`config.mk`:
```
export PLATFORM = sky130hd
export DESIGN_NAME = clkout_divsel
export DESIGN_NICKNAME = d
export VERILOG_FILES = /design/src/rtl/clkdiv_pkg.sv /design/src/rtl/clkdiv_core.sv /design/src/rtl/clkdiv_channel.sv /design/src/rtl/clkout_divsel.sv
export SDC_FILE = /design/constraint.sdc
export NUM_CORES = 1
export LEC_CHECK = 0
export BUFFER_PORTS_ARGS = -buffer_cell sky130_fd_sc_hd__buf_2
export CORE_UTILIZATION = 65
export CTS_BUF_LIST = sky130_fd_sc_hd__clkbuf_16
export DETAILED_ROUTE_END_ITERATION = 8
export GPL_TIMING_DRIVEN = 0
export PLACE_DENSITY = 0.95
export REMOVE_ABC_BUFFERS = 1
export SYNTH_ARGS = -nofsm -noshare
export SYNTH_HDL_FRONTEND = slang
export SYNTH_SLANG_ARGS = --single-unit
```
`constraint.sdc`:
```
create_clock -name clk -period 9.2 [get_ports clk]
set_clock_uncertainty 0.1 [all_clocks]
set_input_delay 1.38 -clock clk [delete_from_list [all_inputs] [get_ports clk]]
set_output_delay 1.38 -clock clk [all_outputs]
set_load 0.02 [all_outputs]
```
`src/rtl/clkdiv_pkg.sv`:
```
package clkdiv_pkg;

    localparam int RATIO_W = 7;
    localparam int IDX_W   = 5;
    localparam int SRC_W   = 2;
    localparam int N_SRC   = 3;
    localparam int EDGE_REF = 0;
    localparam int EDGE_SYS = 1;
    localparam int EDGE_UTL = 2;

    typedef enum logic [SRC_W-1:0] {
        SRC_REF = 2'd0,
        SRC_SYS = 2'd1,
        SRC_UTL = 2'd2,
        SRC_OFF = 2'd3
    } src_e;

    typedef enum logic {
        TBL_GENERAL = 1'b0,
        TBL_CPU     = 1'b1
    } table_e;

    typedef logic [RATIO_W-1:0] ratio_t;
    typedef logic [IDX_W-1:0]   idx_t;

    typedef struct packed {
        src_e   src;
        ratio_t ratio;
    } chan_cfg_t;

    function automatic ratio_t sys_ratio(input idx_t idx);
        ratio_t r;
        case (idx)
            5'd0:  r = 7'd1;
            5'd1:  r = 7'd2;
            5'd2:  r = 7'd3;
            5'd3:  r = 7'd4;
            5'd4:  r = 7'd5;
            5'd5:  r = 7'd6;
            5'd6:  r = 7'd8;
            5'd7:  r = 7'd10;
            5'd8:  r = 7'd12;
            5'd9:  r = 7'd13;
            5'd10: r = 7'd20;
            5'd11: r = 7'd24;
            5'd12: r = 7'd26;
            5'd13: r = 7'd40;
            5'd14: r = 7'd48;
            5'd15: r = 7'd52;
            5'd16: r = 7'd96;
            5'd17: r = 7'd104;
            default: r = 7'd1;
        endcase
        return r;
    endfunction

    function automatic ratio_t pow2_ratio(input idx_t idx);
        ratio_t r;
        case (idx)
            5'd0: r = 7'd1;
            5'd1: r = 7'd2;
            5'd2: r = 7'd4;
            5'd3: r = 7'd8;
            default: r = 7'd1;
        endcase
        return r;
    endfunction

    function automatic ratio_t cpu_ratio(input idx_t idx);
        ratio_t r;
        case (idx)
            5'd1: r = 7'd2;
            5'd2: r = 7'd4;
            default: r = 7'd1;
        endcase
        return r;
    endfunction

endpackage

```
`src/rtl/clkdiv_core.sv`:
```
module clkdiv_core
    import clkdiv_pkg::*;
(
    input  logic   clk,
    input  logic   rst,
    input  logic   strobe,
    input  logic   restart,
    input  ratio_t ratio,
    output logic   level,
    output logic   term
);

    ratio_t cnt_q;
    logic   level_q;
    logic   at_last;

    assign at_last = (cnt_q == ratio - ratio_t'(1));
    // terminal count: the strobe that closes the high phase
    assign term  = strobe && at_last && level_q;
    assign level = level_q;

    always_ff @(posedge clk) begin
        if (rst || restart) begin
            cnt_q   <= '0;
            level_q <= 1'b0;
        end else if (strobe) begin
            if (at_last) begin
                cnt_q   <= '0;
                level_q <= ~level_q;
            end else begin
                cnt_q <= cnt_q + ratio_t'(1);
            end
        end
    end


    level_hold_chk: assert property (@(posedge clk) disable iff (rst)
        (!strobe && !restart) |=> $stable(level_q));


    cnt_range_chk: assert property (@(posedge clk) disable iff (rst)
        (ratio != '0) |-> (cnt_q < ratio));

endmodule

```
`src/rtl/clkdiv_channel.sv`:
```
module clkdiv_channel
    import clkdiv_pkg::*;
#(
    parameter table_e TABLE = TBL_GENERAL
)(
    input  logic             clk,
    input  logic             rst,
    input  logic [N_SRC-1:0] src_edge,
    input  logic [SRC_W-1:0] sel,
    input  idx_t             idx,
    input  logic             en,
    output logic             clk_o
);

    chan_cfg_t nxt_cfg;
    chan_cfg_t cfg_q;
    logic      active_q;
    logic      strobe;
    logic      term;
    logic      level;
    logic      reload;

    // ratio decode from the selected lookup
    generate
        if (TABLE == TBL_CPU) begin : g_cpu_tbl
            always_comb begin
                nxt_cfg.src   = src_e'(sel);
                nxt_cfg.ratio = cpu_ratio(idx);
            end
        end else begin : g_gen_tbl
            always_comb begin
                nxt_cfg.src = src_e'(sel);
                case (src_e'(sel))
                    SRC_SYS:          nxt_cfg.ratio = sys_ratio(idx);
                    SRC_REF, SRC_UTL: nxt_cfg.ratio = pow2_ratio(idx);
                    default:          nxt_cfg.ratio = ratio_t'(1);
                endcase
            end
        end
    endgenerate

    // strobe follows the latched source, never the pending one
    always_comb begin
        case (cfg_q.src)
            SRC_REF: strobe = src_edge[EDGE_REF];
            SRC_SYS: strobe = src_edge[EDGE_SYS];
            SRC_UTL: strobe = src_edge[EDGE_UTL];
            default: strobe = 1'b0;
        endcase
    end

    assign reload = rst || !active_q || term;

    always_ff @(posedge clk) begin
        if (reload) begin
            cfg_q    <= nxt_cfg;
            active_q <= en && (nxt_cfg.src != SRC_OFF);
        end
    end

    clkdiv_core u_core (
        .clk     (clk),
        .rst     (rst),
        .strobe  (strobe),
        .restart (!active_q),
        .ratio   (cfg_q.ratio),
        .level   (level),
        .term    (term)
    );

    assign clk_o = level;


    cfg_hold_chk: assert property (@(posedge clk) disable iff (rst)
        (active_q && !term) |=> $stable(cfg_q));


    idle_low_chk: assert property (@(posedge clk) disable iff (rst)
        !active_q |=> !clk_o);


    parked_idle_chk: assert property (@(posedge clk) disable iff (rst)
        (cfg_q.src == SRC_OFF) |-> !active_q);

    generate
        if (TABLE == TBL_CPU) begin : g_cpu_chk

            cpu_ratio_chk: assert property (@(posedge clk) disable iff (rst)
                (cfg_q.ratio == 7'd1) || (cfg_q.ratio == 7'd2) || (cfg_q.ratio == 7'd4));
        end else begin : g_gen_chk

            ratio_nonzero_chk: assert property (@(posedge clk) disable iff (rst)
                cfg_q.ratio != '0);
        end
    endgenerate

endmodule

```
`src/rtl/clkout_divsel.sv`:
```
module clkout_divsel
    import clkdiv_pkg::*;
#(
    parameter int N_OUT = 4
)(
    input  logic                   clk,
    input  logic                   rst,
    input  logic [3:0]             src_edge,
    input  logic [SRC_W*N_OUT-1:0] out_src,
    input  logic [IDX_W*N_OUT-1:0] out_idx,
    input  logic [N_OUT-1:0]       out_en,
    input  logic [1:0]             cpu_sel,
    input  logic                   cpu_en,
    output logic [N_OUT-1:0]       clk_out,
    output logic                   cpu_clk,
    output logic                   ref_buf
);

    localparam int EDGE_CPU = 3;

    logic [N_SRC-1:0] gen_edges;
    logic [N_SRC-1:0] cpu_edges;
    logic             ref_q;

    assign gen_edges = src_edge[N_SRC-1:0];

    // processor source rides in the system slot of its own channel
    always_comb begin
        cpu_edges           = '0;
        cpu_edges[EDGE_SYS] = src_edge[EDGE_CPU];
    end

    generate
        for (genvar i = 0; i < N_OUT; i++) begin : g_out
            clkdiv_channel #(.TABLE(TBL_GENERAL)) u_chan (
                .clk      (clk),
                .rst      (rst),
                .src_edge (gen_edges),
                .sel      (out_src[i*SRC_W +: SRC_W]),
                .idx      (out_idx[i*IDX_W +: IDX_W]),
                .en       (out_en[i]),
                .clk_o    (clk_out[i])
            );
        end
    endgenerate

    clkdiv_channel #(.TABLE(TBL_CPU)) u_cpu (
        .clk      (clk),
        .rst      (rst),
        .src_edge (cpu_edges),
        .sel      (SRC_SYS),
        .idx      ({{(IDX_W-2){1'b0}}, cpu_sel}),
        .en       (cpu_en),
        .clk_o    (cpu_clk)
    );

    always_ff @(posedge clk) begin
        if (rst) begin
            ref_q <= 1'b0;
        end else if (src_edge[EDGE_REF]) begin
            ref_q <= ~ref_q;
        end
    end

    assign ref_buf = ref_q;


    ref_buf_hold_chk: assert property (@(posedge clk) disable iff (rst)
        !src_edge[EDGE_REF] |=> $stable(ref_buf));


    ref_buf_flip_chk: assert property (@(posedge clk) disable iff (rst)
        src_edge[EDGE_REF] |=> (ref_buf != $past(ref_buf)));

endmodule

```
* After elaboration in Yosys (flattened, before gate mapping)
Memories as Yosys holds them, arrays and structs flattened.
Index checks and enable logic that the tools add are counted.
** Cells by class
- Add/subtract/negate cells :: 10
- Eq/ne operators :: 39
- Reductions and logical operators :: 46
- Multiplexer cells :: 18
- Bitwise logic cells :: 6
** Operators by type and width (count)
- 7-bit one-hot mux with 2 select lines :: 4
- 4-bit one-hot mux with 3 select lines :: 4
- 5-bit by 2-bit == test with 1-bit output (second input constant) :: 8
- 7-bit by 1-bit adder with 7-bit output (second input constant) :: 5
- 7-bit == test :: 5
- 7-bit 2-to-1 mux :: 5
- 7-bit by 1-bit subtractor with 7-bit output (second input constant) :: 5
- 5-bit by 1-bit == test with 1-bit output (second input constant) :: 4
- 2-bit by 1-bit == test with 1-bit output (second input constant) :: 9
- 2-bit == test (second input constant) :: 9
- 2-bit zero test :: 8
- 1-bit logical AND :: 14
- 1-bit one-hot mux with 3 select lines :: 4
- 1-bit logical OR :: 10
- 2-bit AND reduction :: 5
- 2-bit inequality test (second input constant) :: 4
- 2-bit OR reduction :: 4
- 1-bit inverter :: 6
- 3-bit one-hot mux with 2 select lines :: 1
- 1-bit zero test :: 5
** Word-level totals
- Input bits :: 41
- ROM bits :: 896
- Register bits :: 89
- Memories kept :: 4
** Memory list
- (no name shown) :: depth 32, bits a word 7, rd ports 1, clocked after memory_dff 0, write ports 0, line clkdiv_pkg.sv:33 : case (idx)
- (no name shown) :: depth 32, bits a word 7, rd ports 1, clocked after memory_dff 0, write ports 0, line clkdiv_pkg.sv:33
- (no name shown) :: depth 32, bits a word 7, rd ports 1, clocked after memory_dff 0, write ports 0, line clkdiv_pkg.sv:33
- (no name shown) :: depth 32, bits a word 7, rd ports 1, clocked after memory_dff 0, write ports 0, line clkdiv_pkg.sv:33

* Logic depth before layout (Yosys ltp)
Gate-level depths: netlist (run 1).
- Word-level depth :: 5
- Gate-level depth with buffers :: 9
- Gate-level depth less buffers :: 8

* By module
From an unflattened synthesis (run 1), not the netlist that was laid out.
** Unflattened totals
- Cells, all modules :: 591
- Area total of the unflattened synthesis :: 5891.9 µm²
** Modules (own cells, without submodules)
- clkdiv_core :: cells each 65, sequential area each 160.2 µm², area each 553.0 µm², times used 5
- clkdiv_channel at g_out[0].u_chan ... :: cells each 61, sequential area each 300.3 µm², area each 705.7 µm², times used 3
- clkdiv_channel at g_out[1].u_chan :: cells each 60, sequential area each 300.3 µm², area each 694.4 µm², times used 1
- clkdiv_channel at u_cpu :: cells each 18, sequential area each 180.2 µm², area each 275.3 µm², times used 1
- clkout_divsel :: cells each 5, sequential area each 20.0 µm², area each 40.0 µm², times used 1

* Worst setup path before layout (run 1)
Ideal clock, no wire load.
- Path type :: input to register
- Start :: in src_edge[2]
- End :: reg g_out[1].u_chan.active_q, enable pin
- Path buffers :: 0
- Cell stages on the path :: 4
- Setup slack :: 5.419 ns
- Library setup time :: 0.407 ns
- Data required time :: 8.693 ns
- Data arrival time :: 3.273 ns
- Cell sequence :: mux2i_1 -> o22ai_1 -> nand4_1 -> o41ai_1
** On the way
- Word-level cells in the longest chain between the ends :: 4
** RTL lines
- from (decl) :: line clkout_divsel.sv:8 : input logic [3:0] src_edge,
- 1-bit one-hot mux with 3 select lines :: line clkdiv_channel.sv:44 : case (cfg_q.src)
- 1-bit logical AND (2 in series) :: line clkdiv_core.sv:19 : assign term = strobe && at_last && level_q;
- 1-bit logical OR :: line clkdiv_channel.sv:52 : assign reload = rst || !active_q || term;
- via g_out[1].u_chan.reload :: line clkdiv_channel.sv:21 : logic reload;
- to (signal assigned) :: line clkdiv_channel.sv:57 : active_q <= en && (nxt_cfg.src != SRC_OFF);
- to (decl) :: line clkdiv_channel.sv:17 : logic active_q;
The timed path passes the listed nets, and every way through them passes these cells.
A chain may end at the register's enable or synchronous reset.

* Final worst setup path (run 1)
- Start :: in src_edge[0]
- End :: reg g_out[1].u_chan.cfg_q[5] (netlist bit), enable pin
** On the way
- Word-level cells in the longest chain between the ends :: 4
** RTL lines
- 1-bit one-hot mux with 3 select lines :: line clkdiv_channel.sv:44
- 1-bit logical AND (2 in series) :: line clkdiv_core.sv:19
- 1-bit logical OR :: line clkdiv_channel.sv:52
- via g_out[1].u_chan.reload :: line clkdiv_channel.sv:21
- to (signal assigned) :: line clkdiv_channel.sv:56 : cfg_q <= nxt_cfg;
- to (decl) :: line clkdiv_channel.sv:16 : chan_cfg_t cfg_q;
The timed path passes the listed nets, and every way through them passes these cells.

==> flow_summary.json, run 1 <==
{
  "outcome": "complete, no violations",
  "root_buffer": "clkbuf_16",
  "cts.path.max_buffers": 2,
  "hold_viol_final": 0,
  "power_frac_clock": 0.374,
  "hold_buffers": 0,
  "wirelength_um": 11600,
  "dp_slack_ps": 5340,
  "drv_cap": 0,
  "rrSetupSlack_ps": 6260,
  "clock-sinks": 85,
  "fin_crit_ps": 3550,
  "clkTransAtPathRegs_ps": 60,
  "synth.most_common_cell": "nor2_1",
  "yosys_register_bits": 85,
  "p_sw_frac": 0.271,
  "worst-setup-path-type": "in -> reg",
  "cts_made_buffers": 9,
  "syn_area_per_cell_sq_um": 9.63,
  "layout_setup_ws_ps": 5650,
  "postSynthCellCount": 561,
  "diodes": 0,
  "yosys.area.top_type": "edfxtp_1",
  "slew_headroom": 0.322,
  "antenna_found_initial": 0,
  "yosysWarnings": 0,
  "r2r_end": "g_out[1].u_chan.cfg_q[5]",
  "drive_above_1_share": 0.127,
  "dr_total_vias": 4401,
  "wire_per_inst_um": 16.4,
  "synth.area.top_cells": "edfxtp_1 24%, dfxtp_1 15%, ha_1 9.5%, xor2_1 7.3%, xnor2_1 4.4%",
  "yosysUniqueCellTypes": 60,
  "syn_area_sq_um": 5400,
  "switchingPower_mw": 0.250,
  "fin_hold_ws_ps": 402,
  "postSynth.asyncResetShare": 0,
  "cts_post_setup_buffers_inserted": 0,
  "holdPathStages": 2,
  "dp_hpwl_um": 8080,
  "max_freq_ghz": 0.282,
  "firstDrtPassIters": 5,
  "vias_per_cell": 6.22,
  "hp-start": "g_out[3].u_chan.u_core.level",
  "finalCritPeriodShare": 0.386,
  "rsz0062_at_grt": "false",
  "areaGrowthSynthToFinish_pct": 10.5,
  "hold_path_end": "g_out[3].u_chan.u_core.level",
  "die-area_sq_um": 8680,
  "irDropWorstVdd_v": 0.0000820,
  "power.density_nw_per_um2": 155,
  "pwr-share-seq": 0.472,
  "synth_edf_count": 44,
  "io_buffers": 46,
  "p_leak_nw": 2.51,
  "r2r_start": "g_out[1].u_chan.cfg_q[0]",
  "track_usage": 0.287,
  "worstMarginPinSlew_ps": 1010,
  "crit_arrival_ps": 3410,
  "grt_pass1_wl_um": 19700,
  "rows": 32,
  "clk_latency_ps": 340,
  "critPathRequiredTime_ps": 9060,
  "end_kind": "flip-flop",
  "die_h_um": 93.2,
  "synth_top_cells_by_count": "61 x nor2_1, 45 x xor2_1, 44 x edfxtp_1",
  "post_cts_resized": 0,
  "p_int_mw": 0.674,
  "drtIter0Drc": 258,
  "synth_top_area_frac": 0.245,
  "crit_path_max_fanout": 10,
  "die_w_um": 93.2,
  "coreArea_sq_um": 7890,
  "grt_pass1_vias": 4437,
  "hold_class": "reg -> reg",
  "overflow": 0,
  "slew_viol_final": 0,
  "drc_errors": 0,
  "grt_max_degree": 15,
  "start_util": 0.685,
  "r2r_cells": 6,
  "combPwrFrac": 0.154,
  "htreeDepth": 3,
  "synth-main-ff-cell": "edfxtp_1",
  "seq_area_frac_synth": 0.396,
  "gp_congestion": 0.909,
  "finalSetupTns_ps": 0,
  "cts_tree": "done",
  "setup_viol": 0,
  "ant_nets": 0,
  "final_nets": 683,
  "crit_path_start_kind": "input pin",
  "ios": 47
}
[per-stage QoR]
step                 util  area, sq um  cells  power (mW)
detailed placement  0.721         5690    692       0.581
CTS                 0.757         5970    708       0.923
finish              0.757         5970    708       0.923
global placement    0.720         5680    692       0.569
global route        0.757         5970    708       0.957
floorplan               -         5320    544       0.534
[state kept, by name, summed over array words and instances (netlist names)]
register and flops:
g_out.u_chan.cfg_q 36, u_cpu.u_core.level 1, g_out.u_chan.active_q 4, g_out.u_chan.u_core.cnt_q 28, u_cpu.u_core.cnt_q 7, u_cpu.cfg_q 3
ref_buf 1, u_cpu.active_q 1, g_out.u_chan.u_core.level 4
[cells in the final DEF (no fill, tap or decap), types with 7 or more instances in the layout]
cell type and n:
buf_2 46, edfxtp_1 44, o21ai_0 17, nand2_1 32, a21oi_1 18, inv_1 31, a31oi_1 7, nand3_1 8
nand2b_1 8, ha_1 41, nand4_1 21, nor2_1 61, o31ai_1 7, clkbuf_16 10, dfxtp_1 41, nor3_1 19
xor2_1 45, and3_1 15, mux2i_1 18, xnor2_1 27
[logic make-up after synthesis]
group / synth area share
adders and majority gates: 0.0950
muxes: 0.0382
buffers and inverters: 0.0368
and+or+nand+nor: 0.192
xor gates and xnor gates: 0.117
DFF: 0.396
AOI/OAI and AO/OA: 0.125
[cell type report]
type,instances,area [sq um]
well taps,102,128
clock inverters,6,33.8
multi-input cells,428,3070
repair buffers,46,230
inverters,31,116
fillers,462,1920
flip-flops and latches,85,2140
clock buffers,10,250
[routing by layer]
metal  wire length, um  up-vias  GRT usage
met5                 0        -          0
met4               381        0      0.146
met3               609       39     0.0528
met2              6040      170      0.527
met1              4610     2088      0.314
li1                  -     2104          -
[worst max-delay path, stage by stage]
cell	delay [ps]
buf_2	170
mux2i_1	100
o22ai_1	580
nand4_1	310
o41ai_2	860
[worst max-delay path by stage]
stage	from	end	slack, ps	depth (start not counted)
after floorplan	src_edge[2]	g_out[1].u_chan.active_q	5420	4
after global placement	src_edge[0]	g_out[1].u_chan.cfg_q[7]	4840	5
after detailed placement	src_edge[0]	g_out[1].u_chan.cfg_q[7]	5340	5
after CTS	src_edge[0]	g_out[1].u_chan.cfg_q[5]	5650	5
after global routing	src_edge[0]	g_out[1].u_chan.cfg_q[0]	5490	5
final	src_edge[0]	g_out[1].u_chan.cfg_q[5]	5650	5
[power groups by stage]
| stage | Combinational [mW] | Sequential [mW] | Clock, mW |
|---|---|---|---|
| finish | 0.142 | 0.436 | 0.345 |
| global route | 0.157 | 0.438 | 0.362 |
| CTS | 0.140 | 0.436 | 0.347 |
| detailed placement | 0.137 | 0.443 | 0 |
| global placement | 0.127 | 0.442 | 0 |
| floorplan | 0.0942 | 0.440 | 0 |
(Power assumes the default switching activity.)
==> inputs of run 2 (changes only) <==
Settings changed: CORE_UTILIZATION 65 to 60, PLACE_DENSITY 0.95 to 0.91.
Clock period 9.2 ns to 3.7 ns, I/O delays scaled along.
==> flow_summary.json, run 2 (synthesis gave the netlist of run 1 again) <==
{
  "crit_path_start_kind": "flip-flop",
  "cts_made_buffers": 9,
  "regArea_sq_um": 2140,
  "areaGrowthSynthToFinish_pct": 11.1,
  "crit_arrival_ps": 2750,
  "crit_path_max_fanout": 10,
  "ant_nets": 0,
  "slew_headroom": 0.333,
  "multi_input_area_sq_um": 3070,
  "die-area_sq_um": 9390,
  "p_leak_nw": 2.52,
  "start_util": 0.620,
  "htreeDepth": 3,
  "end_kind": "flip-flop",
  "final_cell_mix": "61 x nor2_1, 46 x buf_2, 45 x xor2_1",
  "power.density_nw_per_um2": 391,
  "drv_cap": 0,
  "irDropWorstVdd_v": 0.000232,
  "clkTransAtPathRegs_ps": 60,
  "ios": 47,
  "dr_total_vias": 4217,
  "root_buffer": "clkbuf_16",
  "reg.largest.list": "g_out.u_chan.cfg_q (36), g_out.u_chan.u_core.cnt_q (28), u_cpu.u_core.cnt_q (7)",
  "nFillCells": 598,
  "hold_buffers": 0,
  "r2r_end": "g_out[1].u_chan.cfg_q[6]",
  "dp_hpwl_um": 7740,
  "largest_reg_flops": 36,
  "top_register": "g_out.u_chan.cfg_q",
  "worst-setup-path-type": "reg -> reg",
  "wire_per_inst_um": 15.0,
  "io_buffers": 46,
  "grt_pass1_wl_um": 18100,
  "fin_crit_ps": 2900,
  "diodes": 0,
  "cts_tree": "done",
  "rrSetupSlack_ps": 800,
  "max_freq_ghz": 0.345,
  "gp_congestion": 0.897,
  "outcome": "complete, no violations",
  "overflow": 0,
  "drc_errors": 0,
  "finalSetupTns_ps": 0,
  "firstDrtPassIters": 5,
  "r2r_start": "g_out[1].u_chan.cfg_q[0]",
  "track_usage": 0.235,
  "setup_viol": 0,
  "hold_viol_final": 0,
  "critPathLaunch": "g_out[1].u_chan.cfg_q[0]",
  "finalCritPeriodShare": 0.783,
  "rsz0062_at_grt": "false",
  "grt_pass1_vias": 4168,
  "slew_viol_final": 0,
  "clk_latency_ps": 340,
  "antenna_found_initial": 0,
  "cts.path.max_buffers": 2,
  "rows": 34,
  "die_w_um": 96.9,
  "cts_post_setup_buffers_inserted": 0,
  "wirelength_um": 10700,
  "hold_class": "in -> reg",
  "die_h_um": 96.9,
  "layout_commonest_cell": "nor2_1",
  "worstMarginPinSlew_ps": 989,
  "drive_above_1_share": 0.120,
  "drtIter0Drc": 176,
  "critPathRequiredTime_ps": 3560,
  "fin_hold_ws_ps": 300,
  "final_nets": 683,
  "critical_path.endpoint": "g_out[1].u_chan.cfg_q[6]",
  "grt_max_degree": 15,
  "r2r_cells": 6,
  "vias_per_cell": 5.91,
  "coreArea_sq_um": 8720,
  "post_cts_resized": 0,
  "clock-sinks": 85
}
run 2: per-stage QoR:
step / total power, mW / std cells / util / cell area [sq um] / setup slack, ps
3_5_place_dp: 1.44 / 698 / 0.653 / 5690 / 700
2_1_floorplan: 1.33 / 544 / - / 5320 / 580
6_report: 2.35 / 714 / 0.688 / 6000 / 803
3_3_place_gp: 1.41 / 698 / 0.652 / 5690 / 168
5_1_grt: 2.44 / 714 / 0.688 / 6000 / 677
4_1_cts: 2.35 / 714 / 0.688 / 6000 / 794
run 2: routing by layer:
metal,vias to the layer above,global-route usage,share of wire
met5,-,0,0
met4,0,0.0850,0.017
met3,17,0.0499,0.040
met2,97,0.432,0.53
met1,2007,0.265,0.42
li1,2096,-,-
run 2: how the worst min path moves through the flow:
| stage | slack [ps] | depth (start not counted) | to | start |
|---|---|---|---|---|
| 2_1_floorplan | 380 | 2 | u_cpu.u_core.level | u_cpu.active_q |
| 3_3_place_gp | 370 | 2 | g_out[0].u_chan.u_core.level | g_out[0].u_chan.u_core.level |
| 3_5_place_dp | 390 | 2 | g_out[0].u_chan.u_core.level | g_out[0].u_chan.u_core.level |
| 4_1_cts | 310 | 1 | u_cpu.active_q | cpu_en |
| 5_1_grt | 300 | 1 | u_cpu.active_q | cpu_en |
| 6_report | 300 | 1 | u_cpu.active_q | cpu_en |
run 2: final cells by class:
| cell class | instances | area share |
|---|---|---|
| Tap cell | 108 | 0.0225 |
| Timing Repair Buffer | 46 | 0.0384 |
| Clock inverter | 7 | 0.0138 |
| Multi-Input combinational cell | 428 | 0.511 |
| Sequential cell | 85 | 0.357 |
| Clock buffer | 9 | 0.0375 |
| Inverter | 31 | 0.0194 |
run 2: critical path, stage by stage, from the launching register on:
cell	delay, ps
edfxtp_1	430
inv_1	70
ha_1	260
nor2b_1	150
or3_1	340
a31o_2	270
o41ai_2	900
run 2: power by group:
group / internal, mW / switching (mW) / leakage (nW)
logic: 0.140 / 0.202 / 1.57
clock network: 0.581 / 0.341 / 0.153
registers: 1.04 / 0.0400 / 0.802
